--- src/rtl/cdi_pkg.sv ---
package cdi_pkg;

    typedef enum logic [1:0] {
        CMD_NONE,
        CMD_FSET,
        CMD_CGADDR,
        CMD_DDADDR
    } cmd_e;

    typedef enum logic {
        ST_AWAIT_FSET,
        ST_READY
    } state_e;

    typedef struct packed {
        logic if_8bit;
        logic addr_mode2;
        logic two_line;
        logic pin_b;
    } cfg_t;

endpackage

--- src/rtl/cdi_cmd_decode.sv ---
module cdi_cmd_decode
    import cdi_pkg::*;
#(
    parameter int CODE_W = 8
) (
    input  logic [CODE_W-1:0] code,
    output cmd_e              cmd
);
    localparam int TOP = CODE_W - 1;

    always_comb begin
        if (code[TOP])
            cmd = CMD_DDADDR;
        else if (code[TOP-1])
            cmd = CMD_CGADDR;
        else if (code[TOP-2])
            cmd = CMD_FSET;
        else
            cmd = CMD_NONE;
    end
endmodule

--- src/rtl/cdi_dd_window.sv ---
module cdi_dd_window #(
    parameter int AC_W       = 7,
    parameter int SPAN_ONE   = 16,
    parameter int SPAN_TWO   = 8,
    parameter int LINE2_BASE = 64
) (
    input  logic [AC_W-1:0] addr,
    input  logic            mode2,
    output logic            legal
);
    localparam int LINE2_END = LINE2_BASE + SPAN_TWO;

    logic in_one;
    logic in_first;
    logic in_second;

    always_comb begin
        in_one    = int'(addr) < SPAN_ONE;
        in_first  = int'(addr) < SPAN_TWO;
        in_second = (int'(addr) >= LINE2_BASE) && (int'(addr) < LINE2_END);
        legal     = mode2 ? (in_first || in_second) : in_one;
    end
endmodule

--- src/rtl/cdi_ctrl.sv ---
module cdi_ctrl
    import cdi_pkg::*;
#(
    parameter int CODE_W = 8,
    parameter int AC_W   = 7,
    parameter int CG_W   = 5
) (
    input  logic              clk,
    input  logic              rst_n,
    input  logic              strobe,
    input  cmd_e              cmd,
    input  logic [CODE_W-1:0] code,
    input  logic              dd_legal,
    output cfg_t              cfg,
    output logic [AC_W-1:0]   ac,
    output logic              ac_cg,
    output logic              accepted
);
    localparam int BIT_LEN  = 4;
    localparam int BIT_MODE = 3;
    localparam int BIT_LINE = 1;
    localparam int BIT_PIN  = 0;

    state_e          state, state_nxt;
    cfg_t            cfg_nxt;
    logic [AC_W-1:0] ac_nxt;
    logic            ac_cg_nxt;
    logic            take;

    // next-state and next-output logic
    always_comb begin
        state_nxt = state;
        cfg_nxt   = cfg;
        ac_nxt    = ac;
        ac_cg_nxt = ac_cg;
        take      = 1'b0;
        unique case (state)
            ST_AWAIT_FSET: begin
                if (strobe && cmd == CMD_FSET) begin
                    take      = 1'b1;
                    state_nxt = ST_READY;
                end
            end
            ST_READY: begin
                if (strobe) begin
                    unique case (cmd)
                        CMD_FSET:   take = (code[BIT_LEN] != cfg.if_8bit);
                        CMD_CGADDR: take = 1'b1;
                        CMD_DDADDR: take = dd_legal;
                        default:    take = 1'b0;
                    endcase
                end
            end
            default: state_nxt = ST_AWAIT_FSET;
        endcase
        if (take) begin
            unique case (cmd)
                CMD_FSET: begin
                    cfg_nxt.if_8bit    = code[BIT_LEN];
                    cfg_nxt.addr_mode2 = code[BIT_MODE];
                    cfg_nxt.two_line   = code[BIT_LINE];
                    cfg_nxt.pin_b      = code[BIT_PIN];
                end
                CMD_CGADDR: begin
                    ac_nxt    = AC_W'(code[CG_W-1:0]);
                    ac_cg_nxt = 1'b1;
                end
                CMD_DDADDR: begin
                    ac_nxt    = code[AC_W-1:0];
                    ac_cg_nxt = 1'b0;
                end
                default: ;
            endcase
        end
    end

    // state register
    always_ff @(posedge clk) begin
        if (!rst_n)
            state <= ST_AWAIT_FSET;
        else
            state <= state_nxt;
    end

    // output registers
    always_ff @(posedge clk) begin
        if (!rst_n) begin
            cfg      <= '{if_8bit: 1'b1, addr_mode2: 1'b0, two_line: 1'b0, pin_b: 1'b0};
            ac       <= '0;
            ac_cg    <= 1'b0;
            accepted <= 1'b0;
        end else begin
            cfg      <= cfg_nxt;
            ac       <= ac_nxt;
            ac_cg    <= ac_cg_nxt;
            accepted <= take;
        end
    end

    assert_await_blocks_addr_R3: assert property (@(posedge clk) disable iff (!rst_n)
        (state == ST_AWAIT_FSET && strobe && cmd != CMD_FSET)
        |=> (!accepted && state == ST_AWAIT_FSET));

    assert_locked_fset_R4: assert property (@(posedge clk) disable iff (!rst_n)
        (state == ST_READY && strobe && cmd == CMD_FSET && code[BIT_LEN] == cfg.if_8bit)
        |=> (!accepted && $stable(cfg)));

    assert_first_fset_R2: assert property (@(posedge clk) disable iff (!rst_n)
        (state == ST_AWAIT_FSET && strobe && cmd == CMD_FSET)
        |=> (accepted && state == ST_READY));

    assert_cfg_needs_accept_R11: assert property (@(posedge clk) disable iff (!rst_n)
        !$stable(cfg) |-> accepted);

    assert_idle_no_accept_R11: assert property (@(posedge clk) disable iff (!rst_n)
        !strobe |=> !accepted);
endmodule

--- src/rtl/cdisp_instr_decoder.sv ---
module cdisp_instr_decoder
    import cdi_pkg::*;
#(
    parameter int CODE_W     = 8,
    parameter int AC_W       = 7,
    parameter int CG_W       = 5,
    parameter int SPAN_ONE   = 16,
    parameter int SPAN_TWO   = 8,
    parameter int LINE2_BASE = 64
) (
    input  logic            clk,
    input  logic            rst_n,
    input  logic            wr_en,
    input  logic            rs,
    input  logic [CODE_W-1:0] code,
    output logic            if_8bit,
    output logic            addr_mode2,
    output logic            two_line,
    output logic            pin_mode_b,
    output logic [AC_W-1:0] ac,
    output logic            ac_is_cg,
    output logic            accepted
);
    localparam int CG_LIMIT = 1 << CG_W;

    cmd_e cmd;
    cfg_t cfg;
    logic dd_legal;
    logic strobe;

    assign strobe = wr_en && !rs;

    cdi_cmd_decode #(.CODE_W(CODE_W)) u_decode (
        .code (code),
        .cmd  (cmd)
    );

    cdi_dd_window #(
        .AC_W       (AC_W),
        .SPAN_ONE   (SPAN_ONE),
        .SPAN_TWO   (SPAN_TWO),
        .LINE2_BASE (LINE2_BASE)
    ) u_window (
        .addr  (code[AC_W-1:0]),
        .mode2 (cfg.addr_mode2),
        .legal (dd_legal)
    );

    cdi_ctrl #(
        .CODE_W (CODE_W),
        .AC_W   (AC_W),
        .CG_W   (CG_W)
    ) u_ctrl (
        .clk      (clk),
        .rst_n    (rst_n),
        .strobe   (strobe),
        .cmd      (cmd),
        .code     (code),
        .dd_legal (dd_legal),
        .cfg      (cfg),
        .ac       (ac),
        .ac_cg    (ac_is_cg),
        .accepted (accepted)
    );

    assign if_8bit    = cfg.if_8bit;
    assign addr_mode2 = cfg.addr_mode2;
    assign two_line   = cfg.two_line;
    assign pin_mode_b = cfg.pin_b;

    assert_rs_ignored_R10: assert property (@(posedge clk) disable iff (!rst_n)
        (wr_en && rs) |=> (!accepted && $stable(ac) && $stable(ac_is_cg)));

    assert_dd_window_R7_R8: assert property (@(posedge clk) disable iff (!rst_n)
        (!$stable(ac) && !ac_is_cg) |->
            ((!addr_mode2 && int'(ac) < SPAN_ONE) ||
             (addr_mode2 && (int'(ac) < SPAN_TWO ||
                             (int'(ac) >= LINE2_BASE && int'(ac) < LINE2_BASE + SPAN_TWO)))));

    assert_cg_range_R6: assert property (@(posedge clk) disable iff (!rst_n)
        (!$stable(ac) && ac_is_cg) |-> (int'(ac) < CG_LIMIT));

    assert_reject_keeps_ac_R9: assert property (@(posedge clk) disable iff (!rst_n)
        !accepted |-> ($stable(ac) && $stable(ac_is_cg)));
endmodule

--- config.mk ---
export PLATFORM = sky130hd
export DESIGN_NAME = cdisp_instr_decoder
export DESIGN_NICKNAME = d
export VERILOG_FILES = /design/src/rtl/cdi_pkg.sv /design/src/rtl/cdi_cmd_decode.sv /design/src/rtl/cdi_dd_window.sv /design/src/rtl/cdi_ctrl.sv /design/src/rtl/cdisp_instr_decoder.sv
export SDC_FILE = /design/constraint.sdc
export NUM_CORES = 1
export LEC_CHECK = 0
export ABC_AREA = 1
export CAP_MARGIN = 15
export CORE_MARGIN = 4
export CORE_UTILIZATION = 38
export CTS_CLUSTER_DIAMETER = 80
export DETAILED_ROUTE_END_ITERATION = 7
export GPL_TIMING_DRIVEN = 1
export PLACE_DENSITY = 0.7
export SYNTH_ARGS = -nofsm -noshare
export SYNTH_HDL_FRONTEND = slang
export SYNTH_SLANG_ARGS = --single-unit
--- constraint.sdc ---
create_clock -name clk -period 1.14 [get_ports clk]
set_input_delay 0.228 -clock clk [delete_from_list [all_inputs] [get_ports clk]]
set_output_delay 0.228 -clock clk [all_outputs]
set_load 0.02 [all_outputs]
==> flow_summary.yaml <==
outcome:
  status: "finished, violations left"
  failed_checks: "setup timing"
place:
  post_dp_cell_area_um2: 1080
  portBuffers: 24
  hpwl_mm: 1.39
  placed_cells_incl_taps: 149
  gp_congestion: 0.781
drt:
  drt_iter0_markers: 15
  num_vias: 749
  wl_per_cell_um: 11.8
  wl_met3_um: 86
  wl_met1_um: 760
  firstDrtPassIters: 4
  remaining_drc_errors: 0
  wl_mm: 1.84
  wl_met2_um: 968
  avgViaCountPerCell: 4.80
  ant_nets: 0
  top_layer: "met4"
pwr:
  power_switching_uw: 264
  p_int_uw: 774
  p_comb_share_pct: 16.8
  power_mw: 1.04
  seqPwrFrac_pct: 47.6
  swShare_pct: 25.4
  p_leak_nw: 0.544
  peakVddDrop_v: 0.000729
  powerDensity_nw_per_um2: 943
  p_clk_share_pct: 35.6
cells_and_area:
  instances_no_fill: 156
  multiInputGateArea_um2: 359
  syn2layout_area_growth_pct: 64.6
  stdcell_area_um2: 1100
  final_cell_mix: "nand2_1, buf_4, nor2_1"
  seqCellArea_um2: 288
  fill_cells: 135
  drive_above_1_share_pct: 42.9
  n_antenna_cell: 0
  final_nets: 153
die:
  coreArea_um2: 1580
  die_y_um: 49.9
  die_x_um: 49.9
  rows: 14
  die_area_um2: 2490
  start_util_pct: 42.4
  ioPinCount: 25
cts:
  cts_buffers: 3
  clock_sinks: 14
  path_clk_slew_ps: 90
  htreeDepth: 1
  clk_path_buf_depth: 2
  root_buffer: "clkbuf_4"
  clock_latency_ps: 290
  cts_tree: "done"
synth:
  yosysTopAreaCellShare_pct: 41.9
  synth_nets: 104
  yosys_register_bits: 14
  yosysWarnings: 0
  yosysUniqueCellTypes: 16
  synth_area_um2: 668
  netlist_instances: 92
  post-synth-top-area-cell: "dfxtp_1"
  yosysSeqAreaShare_pct: 41.9
  synth_area_leaders: "dfxtp_1, nand2_1, nor2_1"
  avgSynthCellArea_um2: 7.26
worst_setup_path:
  crit_fanout: 7
  worstSetupPathType: "register to register"
  critPathMaxStageDelay_ps: 370
  cp_common_cell: "nand2_2"
  path_cells: "inv_2 -> nand2_2 -> nand2_2 -> nand2_2 -> nand3_2 -> nand3_2 -> nand2_4 -> nand2_1 -> nand2_1 -> a21oi_1"
  required_ps: 1310
  worstPathArrival_ps: 1470
  worst_path_max_delay_cell: "dfxtp_4"
  worstSetupEndpointType: "register"
  startpoint_type: "register"
sta:
  fmaxAchievable_mhz: 773
  rsz0062_at_grt: "yes"
  fin_crit_ps: 1290
  clock-skew-final_ps: 8.60
  fin_ws_ps: -154
  slew_violations: 0
  fin_worst_hold_slack_ps: 473
  fin_crit_sh_pct: 113
  worst_pin_slew_ps: 236
  relSlewSlack_pct: 84.3
  setup_violations: 13
  hold_viol_final: 0
  setup-tns-final_ps: -1590
global_routing:
  grt_pass1_vias: 677
  grt_use_total_pct: 16.1
  grt_max_degree: 9
  gr-total-overflow: 0
  grt_pass1_wl_mm: 3.02
  antenna_found_initial: 0
run:
  drv_cap: 0
hold_path:
  hp-class: "register to register"
## routing by layer
layer | global-route usage [%] | vias up
met2 | 29.1 | 20
met1 | 16.5 | 335
met4 | 6.91 | 0
met3 | 5.72 | 4
li1 | - | 390
met5 | 0 | -
## timing repair
item | CTS | global route
buffers inserted | 3 | 0
resized for setup | 48 | 16
hold buffers | 0 | 0
setup endpoints to repair | 27 | 25
pin swaps | 3 | 4
## state kept, by name (all words and copies together), names as in the netlist
name             count
u_ctrl.ac_cg         1
u_ctrl.state         1
u_ctrl.ac            7
u_ctrl.accepted      1
u_ctrl.cfg           4
## synth_stat cells (all sizes together)
| library cell | count |
|---|---|
| nand4 | 1 |
| a21oi | 6 |
| dfxtp | 14 |
| buf | 2 |
| o21ai | 1 |
| nand3b | 4 |
| nand2 | 27 |
| nor2 | 16 |
| inv | 10 |
| nand3 | 11 |
## final timing paths
kind / end / cells past startpoint / from / slack [ps]
worst max-delay path: u_ctrl.cfg[1] / 10 / u_ctrl.cfg[3] / -150
worst min register to register: u_ctrl.cfg[1] / 2 / u_ctrl.cfg[1] / 470
worst max register to register: u_ctrl.cfg[1] / 10 / u_ctrl.cfg[3] / -150
worst min-delay path: u_ctrl.cfg[1] / 2 / u_ctrl.cfg[1] / 470
## stage by stage
step / utilization [%] / setup slack [ps]
after CTS: 73.2 / -124
after global routing: 69.8 / -246
after global placement: 68.7 / -687
after floorplan: - / -27.1
after detailed placement: 68.7 / -775
final: 69.8 / -154
## critical path, delay by kind of cell (launching register included)
family	cells	cell delay (ps)
compound gates	1	60
buf+inv	1	50
simple gates	8	700
flops	1	370
## layout make-up
cell class,count,share of cell area [%]
sequential,14,26.2
inverter,10,4.32
timing repair buffer,46,31.7
multi-input combinational,66,32.7
tap,16,1.82
clock buffer,4,3.30
## power groups by stage
stage	logic, mW	clock network, mW	registers, mW
after global routing	0.189	0.409	0.495
after floorplan	0.0674	0	0.512
final	0.174	0.369	0.494
after global placement	0.171	0	0.505
after detailed placement	0.174	0	0.505
after CTS	0.174	0.386	0.494
## cell families (layout without fill, tap and decap cells)
family | count (synthesis) | after routing | share of synthesized area [%]
flip-flops | 14 | 14 | 41.9
AND/OR/NAND/NOR | 59 | 59 | 44.4
AO/OA/AOI/OAI | 7 | 7 | 5.24
buffers and inverters | 12 | 60 | 8.42
No activity file was read; power rests on OpenSTA's default activity.
